<file path="src/rtl/usbclk_pkg.sv">
`timescale 1ns/1ps
package usbclk_pkg;
   // an odd field value selects an even division ratio
   function automatic bit field_is_odd(input int unsigned n);
      return (n % 2) == 1;
   endfunction

   // half of the division ratio (field + 1) / 2
   function automatic int unsigned half_ratio(input int unsigned n);
      return (n + 1) / 2;
   endfunction
endpackage

</file>
<file path="src/rtl/usbclk_cfg_reg.sv">
`timescale 1ns/1ps
module usbclk_cfg_reg #(
   parameter int REG_W   = 8,
   parameter int FIELD_W = 4
) (
   input  logic               clk,
   input  logic               rst_n,
   input  logic               we,
   input  logic [REG_W-1:0]   wdata,
   output logic [FIELD_W-1:0] field,
   output logic [REG_W-1:0]   rdata
);
   localparam int PAD_W = REG_W - FIELD_W;

   generate
      if (PAD_W < 1) begin : g_bad_width
         $error("usbclk_cfg_reg: REG_W must exceed FIELD_W");
      end
   endgenerate

   always_ff @(posedge clk or negedge rst_n) begin
      if (!rst_n)  field <= '0;
      else if (we) field <= wdata[FIELD_W-1:0];
   end

   assign rdata = {{PAD_W{1'b0}}, field};

   // the field changes only on a write
   p_field_hold_r3: assert property (@(posedge clk) disable iff (!rst_n)
      !we |=> $stable(field))
      else $error("field changed without a write");
endmodule

</file>
<file path="src/rtl/usbclk_sync.sv">
`timescale 1ns/1ps
module usbclk_sync #(
   parameter int STAGES = 2
) (
   input  logic clk,
   input  logic rst_n,
   input  logic d,
   output logic q
);
   generate
      if (STAGES < 0) begin : g_bad_stages
         $error("usbclk_sync: STAGES must not be negative");
      end
      if (STAGES == 0) begin : g_direct
         assign q = d;
      end else begin : g_chain
         logic [STAGES-1:0] chain;
         always_ff @(posedge clk or negedge rst_n) begin
            if (!rst_n) chain <= '0;
            else        chain <= {chain[STAGES-2 >= 0 ? STAGES-2 : 0:0], d} ;
         end
         assign q = chain[STAGES-1];
      end
   endgenerate
endmodule

</file>
<file path="src/rtl/usbclk_even_div.sv">
`timescale 1ns/1ps
module usbclk_even_div
   import usbclk_pkg::*;
#(
   parameter int FIELD_W = 4
) (
   input  logic               clk,
   input  logic               rst_n,
   input  logic [FIELD_W-1:0] field,
   output logic               q
);
   localparam int HALF_W = FIELD_W;
   localparam logic [HALF_W-1:0] ONE = HALF_W'(1);

   generate
      if (FIELD_W < 2 || FIELD_W > 16) begin : g_bad_field
         $error("usbclk_even_div: FIELD_W out of range");
      end
   endgenerate

   logic [HALF_W-1:0] half;
   logic [HALF_W-1:0] cnt;
   logic [HALF_W-1:0] new_half;
   logic              field_ok;
   logic              terminal;

   assign field_ok = field_is_odd(int'(field));
   assign new_half = HALF_W'(half_ratio(int'(field)));
   assign terminal = (cnt == half - ONE);

   always_ff @(posedge clk or negedge rst_n) begin
      if (!rst_n) begin
         half <= '0;
         cnt  <= '0;
         q    <= 1'b0;
      end else if (half == '0) begin
         if (field_ok) begin
            half <= new_half;
            cnt  <= '0;
         end
      end else if (terminal) begin
         cnt <= '0;
         q   <= ~q;
         if (!q && field_ok) half <= new_half;
      end else begin
         cnt <= cnt + ONE;
      end
   end

   // no ratio yet means the output rests low
   p_idle_low_r4: assert property (@(posedge clk) disable iff (!rst_n)
      (half == '0) |-> !q)
      else $error("output high without a ratio");

   // the counter stays inside the half-period
   p_cnt_bound_r2: assert property (@(posedge clk) disable iff (!rst_n)
      (half != '0) |-> (cnt < half))
      else $error("counter past half-period");

   // the output flips only after a full half-period count
   p_toggle_terminal_r2: assert property (@(posedge clk) disable iff (!rst_n)
      (q != $past(q)) |-> ($past(cnt) == $past(half) - ONE))
      else $error("output flipped early");

   // a running ratio is replaced only as the output rises
   p_change_at_rise_r7: assert property (@(posedge clk) disable iff (!rst_n)
      (($past(half) != '0) && (half != $past(half))) |-> (q && !$past(q)))
      else $error("ratio swapped away from a rising edge");
endmodule

</file>
<file path="src/rtl/usbclk_src_div.sv">
`timescale 1ns/1ps
module usbclk_src_div #(
   parameter int REG_W       = 8,
   parameter int FIELD_W     = 4,
   parameter int SYNC_STAGES = 2
) (
   input  logic             clk_main,
   input  logic             clk_ded,
   input  logic             rst_n,
   input  logic             ded_connected,
   input  logic             cfg_we,
   input  logic [REG_W-1:0] cfg_wdata,
   output logic [REG_W-1:0] cfg_rdata,
   output logic             usb_clk
);
   logic [FIELD_W-1:0] field;
   logic               sel_ded;
   logic               div_clk;

   usbclk_cfg_reg #(.REG_W(REG_W), .FIELD_W(FIELD_W)) u_cfg (
      .clk   (clk_main),
      .rst_n (rst_n),
      .we    (cfg_we),
      .wdata (cfg_wdata),
      .field (field),
      .rdata (cfg_rdata)
   );

   usbclk_sync #(.STAGES(SYNC_STAGES)) u_sel_sync (
      .clk   (clk_main),
      .rst_n (rst_n),
      .d     (ded_connected),
      .q     (sel_ded)
   );

   usbclk_even_div #(.FIELD_W(FIELD_W)) u_div (
      .clk   (clk_main),
      .rst_n (rst_n),
      .field (field),
      .q     (div_clk)
   );

   assign usb_clk = sel_ded ? clk_ded : div_clk;
endmodule

</file>
<file path="config.mk">
export PLATFORM = sky130hd
export DESIGN_NAME = usbclk_src_div
export DESIGN_NICKNAME = d
export VERILOG_FILES = /design/src/rtl/usbclk_pkg.sv /design/src/rtl/usbclk_cfg_reg.sv /design/src/rtl/usbclk_sync.sv /design/src/rtl/usbclk_even_div.sv /design/src/rtl/usbclk_src_div.sv
export SDC_FILE = /design/constraint.sdc
export NUM_CORES = 1
export LEC_CHECK = 0
export CORE_ASPECT_RATIO = 0.75
export CORE_UTILIZATION = 47
export CTS_CLUSTER_DIAMETER = 60
export DETAILED_ROUTE_END_ITERATION = 10
export HOLD_SLACK_MARGIN = 0.12
export PLACE_DENSITY = 0.77
export SYNTH_ARGS = -nofsm -noshare
export SYNTH_HDL_FRONTEND = slang
export SYNTH_HIERARCHICAL = 1
export SYNTH_SLANG_ARGS = --single-unit
</file>
<file path="constraint.sdc">
create_clock -name clk_main -period 2.7 [get_ports clk_main]
set_clock_uncertainty 0.15 [all_clocks]
set_input_delay 0.675 -clock clk_main [delete_from_list [all_inputs] [get_ports clk_main]]
set_output_delay 0.675 -clock clk_main [all_outputs]
set_load 0.03 [all_outputs]
</file>
Yosys cells after proc, flatten, opt, wreduce, memory -nomap -nowiden

Index checks and enable logic that the tools add are counted.

Bits of input ports: 13
Bits in registers: 15
Word-level logic and storage cells: 27

Equal/unequal tests: 2
Add/subtract/negate cells: 3
Muxes and demuxes: 8
Bitwise logic cells: 2
Reduce and logical (&&, ||, !) cells: 7

Operators by type and width:

| kind                  | count |
|---|---|
| $mux W4               | 7 |
| $add A4 B1 Y5 const B | 1 |
| $add A4 B1 Y4 const B | 1 |
| $eq A4 B4 Y1          | 1 |
| $logic_not A4 Y1      | 1 |
| $reduce_bool A2 Y1    | 2 |
| $sub A4 B1 Y4 const B | 1 |
| $reduce_and A3 Y1     | 1 |
| $ne A2 B2 Y1 const B  | 1 |
| $not A1 Y1            | 2 |
| $reduce_and A2 Y1     | 1 |
| $logic_and A1 B1 Y1   | 1 |
| $logic_not A1 Y1      | 1 |
| $mux W1               | 1 |

Depth between registers and ports, before layout

Gate-level depths: netlist of the first run.

Depth after elaboration: 5
Mapped depth: 7

By module

Netlist of the first run, hierarchy kept.

Modules (own cells, without submodules):

| module          | cells each | seq. area each (µm²) | area each (µm²) | instances |
|---|---|---|---|---|
| usbclk_even_div | 58         | 225.2                | 604.3           | 1 |
| usbclk_cfg_reg  | 17         | 100.1                | 209.0           | 1 |
| usbclk_sync     | 2          | 50.0                 | 50.0            | 1 |
| usbclk_src_div  | 1          | 0.0                  | 15.0            | 1 |

Least setup slack after synthesis of the first run

No wires, ideal clock.

Path kind: register to register
From: register u_div.half[0]
To: register u_div.half[0]
Setup time: 0.125 ns
Arrival time: 1.701 ns
Setup slack: 0.724 ns
Clock period less this slack: 1.976 ns
Buffers on the path: 0
Stages on the path, launching flop included: 7
Cell sequence: dfrtp_1 inv_1 ha_1 xnor3_1 and3_4 a31oi_4 mux2_4

Cells in the longest elaborated chain, start to end: 4
Elaborated cells between the ends (all ways): 8
Those cells by class: add/sub: 1; eq/ne: 2; mux: 1; reduce/logical: 4

Ends and longest elaborated chain:

| what                         | line                  | RTL |
|---|---|---|
| start, declared              | usbclk_even_div.sv:21 | `logic [HALF_W-1:0] half;` |
| start signal, assigned       | usbclk_even_div.sv:38 | `half <= new_half;` |
| start signal, assigned       | usbclk_even_div.sv:44 | `if (!q && field_ok) half <= new_half;` |
| $sub A4 B1 Y4                | usbclk_even_div.sv:29 | `assign terminal = (cnt == half - ONE);` |
| $eq A4 B4 Y1                 | usbclk_even_div.sv:29 |  |
| $reduce_bool A2 Y1 (no line) | n/a                   |  |
| $reduce_and A3 Y1 (no line)  | n/a                   |  |

Parallel ways exist; a longest one is shown, timed or not.
A chain may end at the register's enable or synchronous reset.

Final worst setup path of the first run

From: input clk_ded
To: output usb_clk

Cells in the longest elaborated chain, start to end: 1

Ends and longest elaborated chain:

| what            | line                 | RTL |
|---|---|---|
| start, declared | usbclk_src_div.sv:8  | `input logic clk_ded,` |
| $mux W1         | usbclk_src_div.sv:43 | `assign usb_clk = sel_ded ? clk_ded : div_clk;` |
| end, declared   | usbclk_src_div.sv:14 | `output logic usb_clk` |

No other way between the ends.

==> results.txt, run 1 <==
- In this run, synthesis produced a sequential element count of 15.
- Max-cap violations in this run came to 0.
- Antenna diode instance count: 0
- Sort of element at the end of the critical path: output pin
* Number of post-CTS setup repair buffers: 0
- Number of sinks on the clock net: 15
- Detail-routed net length per standard cell: 12.71 µm
- The pre-antenna-repair detailed-routing pass consisted of 4 iterations.
* Iteration-0 DRC Markers: 7
- Outcome: completed
- The number of hold violations in the final report was 0.
- Row generation in the floorplan step produced 13 rows.
- Die height: 39.44 µm
* Achievable frequency: 432.9 MHz
- Max-slew violations: 0
- CTS tree: built
* CTS HTree Levels: 1
- # DRC: 0
- The library cell used most frequently in the layout, excluding fill and tap cells, is sky130_fd_sc_hd__dfrtp_1.
* Effective utilization at floorplan: 0.5047
- The HPWL after detailed placement is approximately 1.1 mm.
- Total routing resource utilization after global routing: 0.1736
- Sequential element share of the synthesized area: 0.4274
- The detail route stage leaves a number of antenna-violating nets equal to 0.
* Inserted Clock Buffers: 3
- In this run the register-to-register setup slack is 0.59 ns.
- Headroom to the max-slew limit came out at 0.5526.
- Post-route cell area: 1007 µm²
- The die covers 2048 µm².
- The endpoint identified for the worst register-to-register timing path is u_div/half[0]$_DFFE_PN0P_.
- Sum of negative setup slack: 0 ns
- Power Dens Cells: ~1000 nW/µm²
- # setup viols final: 0
* Post-CTS sizing: 0
- The multi-input combinational cells in the finished layout cover a total of about 440 µm².
* Worst hold start: u_sel_sync/g_chain.chain[0]$_DFF_PN0_
- Maximum fanout along the worst path: 1
- Clock transition at the register clock pins on the worst setup and hold paths after CTS: ~0.080 ns
- Worst setup path category: in -> out
* Met2 layer wire length in the routed design: 697 µm
- Fill cells in the final layout number 164.
- The area growth from synthesis to layout is 14.67%.
* Fraction of layout cells with a size suffix above 1: 0.1573
- In the final layout, flip-flops and latches occupy 375.4 µm².
* Path type of the worst min-delay path: reg -> reg
- The number of antenna violations at the first check in global routing came to 0.
- Prior to clock tree synthesis, the placed netlist has a worst setup slack of 0.3828 ns.
- Vias in the first global route: 577
- Global-route wire length before repair: 2.415 mm
* Data arrival time of the worst path: 1.48 ns
- Synth area leader: sky130_fd_sc_hd__dfrtp_1
- Port buffering added 13 buffers.
- The core region is approximately 1700 µm².
* Fraction of the core area covered by cells at the end of the flow: 0.5787
* Post-Route WL: 1.411 mm
- Summed over all cells, the static leakage comes to 0.4534 nW.
* Congestion Overflow GR: 0
- Power comes to 1.039 mW.
- In the finished design, the share of the clock period the worst path needs comes to 0.8555.
* Worst vdd rail ir drop: 0.4824 mV
* Horizontal extent of the die: between 50 and 60 µm
* Ranking of synthesized cells by area: sky130_fd_sc_hd__dfrtp_1 (43%), sky130_fd_sc_hd__buf_4 (6.8%), sky130_fd_sc_hd__ha_1 (5.7%)
* RSZ-0062 raised after global routing: no
- For hold timing, the worst endpoint is u_sel_sync/g_chain.chain[1]$_DFF_PN0_.
- Hold depth: 0
* Number of warnings issued by yosys: 6
- Entering global routing, the biggest net connects 16 pins.
- Reg2Reg Launch Point: u_div/half[0]$_DFFE_PN0P_
- The final layout contains 107 nets.
- Root buf cell: sky130_fd_sc_hd__clkbuf_4
- Number of buffers inserted by hold repair at cts: 0
* Wl on met1: 645 µm
- Dpl cell area: between 900 and 1000 µm²
* Commonest cells after routing, fill and taps aside: sky130_fd_sc_hd__dfrtp_1 (15), sky130_fd_sc_hd__clkdlybuf4s50_1 (12), sky130_fd_sc_hd__nand2_1 (7)
- FF-to-FF path depth: 6
- The clock passes through at most 2 buffers.
- Dividing the synthesized area by the synthesized cell count gives roughly 11 µm².
* Element type at the critical path start: input pin
* Synth Cell Area: 878.3 µm²
- The cell count after synthesis came out at 78.
- For this block, the via count after detailed routing is around 560.
* Total length of routed met3 wires: 68 µm
- Placer congestion estimate: 0.7840
- Pin placement for this block handled 22 I/O pins.
- Synth unique cells: 26
- Time the worst path needs with I/O delays and setup: 2.310 ns
- The later pin in the worst-skew pair is clocked with a latency of roughly 0.28 ns.
- At the pin with the least slew margin, the transition time is 0.6690 ns.
- Using the TritonRoute via totals, the vias-per-cell ratio works out to 5.018.
- Post-route worst setup slack: a little under 0.4 ns
* Highest metal used: met3
- Required time of the critical path: 1.88 ns
- Area share of the largest cell type after synthesis: 0.4274
[state kept, by name (all words and copies together), names as in the netlist]
register                  count
u_div/q                       1
u_div/cnt                     4
u_cfg/field                   4
u_sel_sync/g_chain.chain      2
u_div/half                    4
[final cells by class]
| cell class | instances | area share |
|---|---|---|
| Inverter | 4 | 0.01491 |
| Timing Repair Buffer | 13 | 0.1267 |
| Multi-Input combinational cell | 53 | 0.4323 |
| Clock buffer | 4 | 0.02609 |
| Tap cell | 22 | 0.02733 |
| Sequential cell | 15 | 0.3727 |
[power by group]
part           switching, mW  internal [mW]
clock                 0.0662         0.0573
sequential            0.0810          0.298
combinational          0.270          0.265
total                  0.418          0.621
[cells in the mapped netlist]
cell type / instances
sky130_fd_sc_hd__a31oi_4: 1
sky130_fd_sc_hd__and2b_1: 1
sky130_fd_sc_hd__and3_4: 1
sky130_fd_sc_hd__buf_4: 8
sky130_fd_sc_hd__clkbuf_1: 1
sky130_fd_sc_hd__conb_1: 1
sky130_fd_sc_hd__dfrtp_1: 15
sky130_fd_sc_hd__ha_1: 4
sky130_fd_sc_hd__inv_1: 4
sky130_fd_sc_hd__mux2_2: 4
sky130_fd_sc_hd__mux2_4: 2
sky130_fd_sc_hd__mux2i_1: 1
sky130_fd_sc_hd__nand2_1: 7
sky130_fd_sc_hd__nand3_1: 5
sky130_fd_sc_hd__nor2_1: 3
sky130_fd_sc_hd__nor2b_1: 1
sky130_fd_sc_hd__nor3_2: 1
sky130_fd_sc_hd__o211ai_1: 1
sky130_fd_sc_hd__o21ai_0: 3
sky130_fd_sc_hd__o221ai_1: 1
sky130_fd_sc_hd__o2bb2ai_1: 2
sky130_fd_sc_hd__or3b_1: 1
sky130_fd_sc_hd__xnor2_1: 4
sky130_fd_sc_hd__xnor2_2: 1
sky130_fd_sc_hd__xnor3_1: 1
sky130_fd_sc_hd__xor2_1: 4
[metal layers]
metal	vias up	track usage
met5	-	0
met4	0	0.04054
met3	0	0.08140
met2	14	0.3013
met1	269	0.1944
li1	274	-
[logic make-up (layout without fill, tap and decap cells)]
| kind of cell | count (synthesis) | after routing | synth area share |
|---|---|---|---|
| AND/OR/NAND/NOR | 20 | 20 | 0.1211 |
| flip-flops | 15 | 15 | 0.4274 |
| buffers and inverters | 13 | 21 | 0.08974 |
| XOR/XNOR | 10 | 10 | 0.1239 |
| AO/OA/AOI/OAI | 8 | 8 | 0.07978 |
| multiplexers | 7 | 7 | 0.09686 |
| adder cells (fa/ha/maj) | 4 | 4 | 0.05698 |
| other | 1 | 4 | 0.004269 |
[worst max path at each step]
stage,from,to,cells after the start
6_report,clk_ded,usb_clk,3
3_5_place_dp,clk_ded,usb_clk,3
3_3_place_gp,clk_ded,usb_clk,3
5_1_grt,clk_ded,usb_clk,3
4_1_cts,clk_ded,usb_clk,3
2_1_floorplan,u_div/half[0]$_DFFE_PN0P_,u_div/half[0]$_DFFE_PN0P_,6
[worst max-delay path, stage by stage]
cell	delay (ns)
sky130_fd_sc_hd__clkdlybuf4s50_1	0.39
sky130_fd_sc_hd__mux2_4	0.25
sky130_fd_sc_hd__buf_4	0.17
[through the flow]
stage	instances	hold WS, ns
2_1_floorplan	81	0.1812
3_3_place_gp	107	0.1847
3_5_place_dp	107	0.1881
4_1_cts	111	0.2078
5_1_grt	111	0.2345
6_report	111	0.2043
Note: power is estimated with default switching activity, not from simulation.
==> run 2, diff against run 1 <==
--- a/config.mk
+++ b/config.mk
@@ -6,11 +6,11 @@
 export NUM_CORES = 1
 export LEC_CHECK = 0
 export CORE_ASPECT_RATIO = 0.75
-export CORE_UTILIZATION = 47
+export CORE_UTILIZATION = 45
 export CTS_CLUSTER_DIAMETER = 60
 export DETAILED_ROUTE_END_ITERATION = 10
 export HOLD_SLACK_MARGIN = 0.12
-export PLACE_DENSITY = 0.77
+export PLACE_DENSITY = 0.74
 export SYNTH_ARGS = -nofsm -noshare
 export SYNTH_HDL_FRONTEND = slang
 export SYNTH_HIERARCHICAL = 1
==> constraint.sdc (replaced) <==
create_clock -name clk_main -period 2.7 [get_ports clk_main]
set_clock_uncertainty 0.15 [all_clocks]
set_input_delay 0.675 -clock clk_main [delete_from_list [all_inputs] [get_ports clk_main]]
set_output_delay 0.675 -clock clk_main [all_outputs]
set_load 0.01 [all_outputs]
==> results.txt, run 2 (synthesis gave the netlist of run 1 again) <==
- Outcome: completed
- # DRC: 0 (unchanged)
* Time the worst path needs with I/O delays and setup: 2.615 ns (+0.3053 ns)
* Global-route wire length before repair: 2.159 mm (-11%)
- The worst hold path begins at u_sel_sync/g_chain.chain[0]$_DFF_PN0_.
* Share of the clock period used by the worst path after layout: 0.9686 (+0.1131)
* Footprint of the flip-flops and latches: 375.4 µm² (unchanged)
- The number of levels the H-tree was split into is 1 (unchanged).
* Post-CTS sizing: 0 (unchanged)
* Internal reg-to-reg setup slack: 0.58 ns (about the same)
- FF-to-FF path depth: 6 (unchanged)
- The critical path buffer and inverter count came to 2 (unchanged).
* Post-route insts no fill: 111 (unchanged)
* Root buf cell: sky130_fd_sc_hd__clkbuf_4
- The summed area of non-filler cells in the final layout came to 1011 µm² (+0.37%).
* Largest net degree at the start of global routing: 16 (unchanged)
- The number of filler cells placed in the layout was 160 (-2.4%).
* Placed insts: 107 (unchanged)
- The detailed-placement wirelength estimate came to 1.072 mm (-6.6%).
* RSZ-0062 raised after global routing: no
- The residual antenna-violating net count after detailed routing came to 0 (unchanged).
- Post-route worst setup slack: 0.08481 ns (-0.3053 ns)
* Leakage power figure: 0.4551 nW (+0.39%)
- Inserted Clock Buffers: 3 (unchanged)
- The required time of the critical path was 1.88 ns (about the same).
- The number of global-route vias before repair came to 501 (-13%).
* Dpl cell area: 983.4 µm² (+0.26%)
- The vertical die dimension was 40.26 µm (+2.1%).
- Tot Pwr: 1.016 mW (-2.2%)
- Iteration-0 DRC Markers: 12 (+5)
- Count of buffers from port buffering: 13 (unchanged)
- Antenna violations before repair: 0 (unchanged)
- The largest registers in the layout are u_cfg/field x4, u_div/cnt x4, u_div/half x4.
- The max-slew headroom at the worst pin came to 0.5522 (about the same).
* Total routing resource utilization after global routing: 0.1541 (-0.01952)
- # nets final: 107 (unchanged)
- Design internal power: 0.6186 mW (-0.41%)
* Worst vdd rail ir drop: 0.5716 mV (+18%)
- Clock transition at the register clock pins on the worst setup and hold paths after CTS: 0.08 ns (about the same)
- Placer congestion estimate: 0.8042 (+2.6%)
* Area of combinational cells with multiple inputs: 435.4 µm² (unchanged)
- Walking the worst path, the cells encountered are clkdlybuf4s50_1 -> mux2_4 -> clkdlybuf4s50_1.
- Data arrival time of the worst path: 1.79 ns (+0.31 ns)
* Congestion Overflow GR: 0 (unchanged)
- Max-cap violation count: 0 (unchanged)
* End of the worst register-to-register path: u_div/half[0]$_DFFE_PN0P_
- Endpoint, Worst Hold: u_sel_sync/g_chain.chain[1]$_DFF_PN0_
- Power Dens Cells: 1005 nW/µm² (-2.6%)
- Path type of the worst min-delay path: reg -> reg
* Number of vias in the routed layout: 538 (-3.4%)
* Number of optimization iterations in the first detailed-route pass: 3 (-1)
* Area growth from synthesis to final layout: 15.10%
* Fraction of the core area covered by cells at the end of the flow: 0.5650 (-0.01369)
- Family with the most delay on the worst path: buffers and inverters
- I/O pin count: 22 (unchanged)
- Worst-Skew Late Latency: 0.29 ns (about the same)
* Worst setup path category: in -> out
- Maximum fanout along the worst path: 1 (unchanged)
- TritonCTS built the clock tree.
* Hold depth: 0 (unchanged)
- Effective utilization at floorplan: 0.4909 (-0.01376)
- Site row count: 13 (unchanged)
* Slowest CP cell: sky130_fd_sc_hd__clkdlybuf4s50_1
- Delay of the slowest cell on the worst path: 0.47 ns (+0.08 ns)
- Fraction of layout cells with a size suffix above 1: 0.1573 (unchanged)
- The worst register-to-register path begins at u_div/half[0]$_DFFE_PN0P_.
- The number of setup violations in the final report was 0 (unchanged).
- Post-Route WL: 1.364 mm (-3.3%)
- Worst Max-Slew Pin Slew: 0.6695 ns (+0.0005377 ns)
* Number of sinks on the clock net: 15 (unchanged)
- The library cell used most frequently in the layout, excluding fill and tap cells, is sky130_fd_sc_hd__dfrtp_1.
- The fmax is 382.4 MHz (-12%).
- Die Area: 2134 µm² (+4.2%)
* Max-slew violations: 0 (unchanged)
- The share of total power in combinational logic came to 0.497 (-0.019).
- The via density per instance was 4.847 (-3.4%).
* Sum of negative setup slack: 0 ns (unchanged)
- The switching part of the total power was 0.3910 (-0.01103).
- Total core area: 1789 µm² (+2.8%)
- Cell with the most instances on the worst path: sky130_fd_sc_hd__clkdlybuf4s50_1
* Worst slack after detailed placement: 0.08148 ns (-0.3013 ns)
* Total count of hold-check failures in the final report: 0 (unchanged)
- The average wire per cell in the routed design came to 12.29 µm (-3.3%).
- Horizontal extent of the die: 53.02 µm (+2.1%)
* Sort of element at the end of the critical path: output pin
* Number of buffers on the longest clock path: 2 (unchanged)
* Number of buffers inserted by hold repair at cts: 0 (unchanged)
* Element type at the critical path start: input pin
- Proportion of power drawn by the clock network: 0.128 (+0.009)
- The count of buffers added by post-CTS timing repair for setup is 0 (unchanged).
* Antenna diode instance count: 0 (unchanged)
- In the layout the commonest cells are sky130_fd_sc_hd__dfrtp_1 (15), sky130_fd_sc_hd__clkdlybuf4s50_1 (13), sky130_fd_sc_hd__nand2_1 (7).
- The power share of the sequential group was 0.375 (+0.010).
* Worst Hold Margin: 0.2070 ns (+0.002643 ns)
- Reported net switching power: 0.3972 mW (-4.9%)
==> run 2: cell count changes in the layout (fill, tap and decap cells not counted) <==
cell | before | now
sky130_fd_sc_hd__buf_4 | 1 | 0
sky130_fd_sc_hd__clkbuf_1 | 1 | 0
sky130_fd_sc_hd__clkdlybuf4s50_1 | 12 | 13
sky130_fd_sc_hd__clkinv_2 | 0 | 1
==> run 2: final cells by class <==
cell class              instances  area share
clock inverters                 1    0.004950
flip-flops and latches         15      0.3713
well taps                      22     0.02723
clock buffers                   3     0.02228
inverters                       4     0.01485
multi-input cells              53      0.4307
repair buffers                 13      0.1287
==> run 2: how the worst max path moves through the flow <==
stage | cells past startpoint | startpoint | endpoint | slack, ns
after floorplan | 6 | u_div/half[0]$_DFFE_PN0P_ | u_div/half[0]$_DFFE_PN0P_ | 0.72
after global placement | 3 | clk_ded | usb_clk | 0.08
after detailed placement | 3 | clk_ded | usb_clk | 0.08
after CTS | 3 | clk_ded | usb_clk | 0.08
after global routing | 3 | clk_ded | usb_clk | 0.04
final | 3 | clk_ded | usb_clk | 0.08
==> run 2: power by group through the flow <==
stage	clock network [mW]	registers, mW	logic [mW]
after global placement	0	0.383	0.494
after global routing	0.150	0.393	0.573
final	0.130	0.381	0.505
after detailed placement	0	0.387	0.509
after floorplan	0	0.366	0.429
after CTS	0.137	0.382	0.510
==> run 2: worst register-to-register path, stage by stage (launching register included) <==
cell and delay [ns]:
sky130_fd_sc_hd__dfrtp_1 0.44, sky130_fd_sc_hd__inv_1 0.09, sky130_fd_sc_hd__ha_1 0.22, sky130_fd_sc_hd__xnor3_1 0.35
sky130_fd_sc_hd__and3_4 0.21, sky130_fd_sc_hd__a31oi_4 0.23, sky130_fd_sc_hd__mux2_4 0.32
==> run 2: per-layer routing <==
metal	track usage	share of wire
met4	0.03947	0.0059
met5	0	0
met2	0.2437	0.44
met3	0.07955	0.059
met1	0.1868	0.49
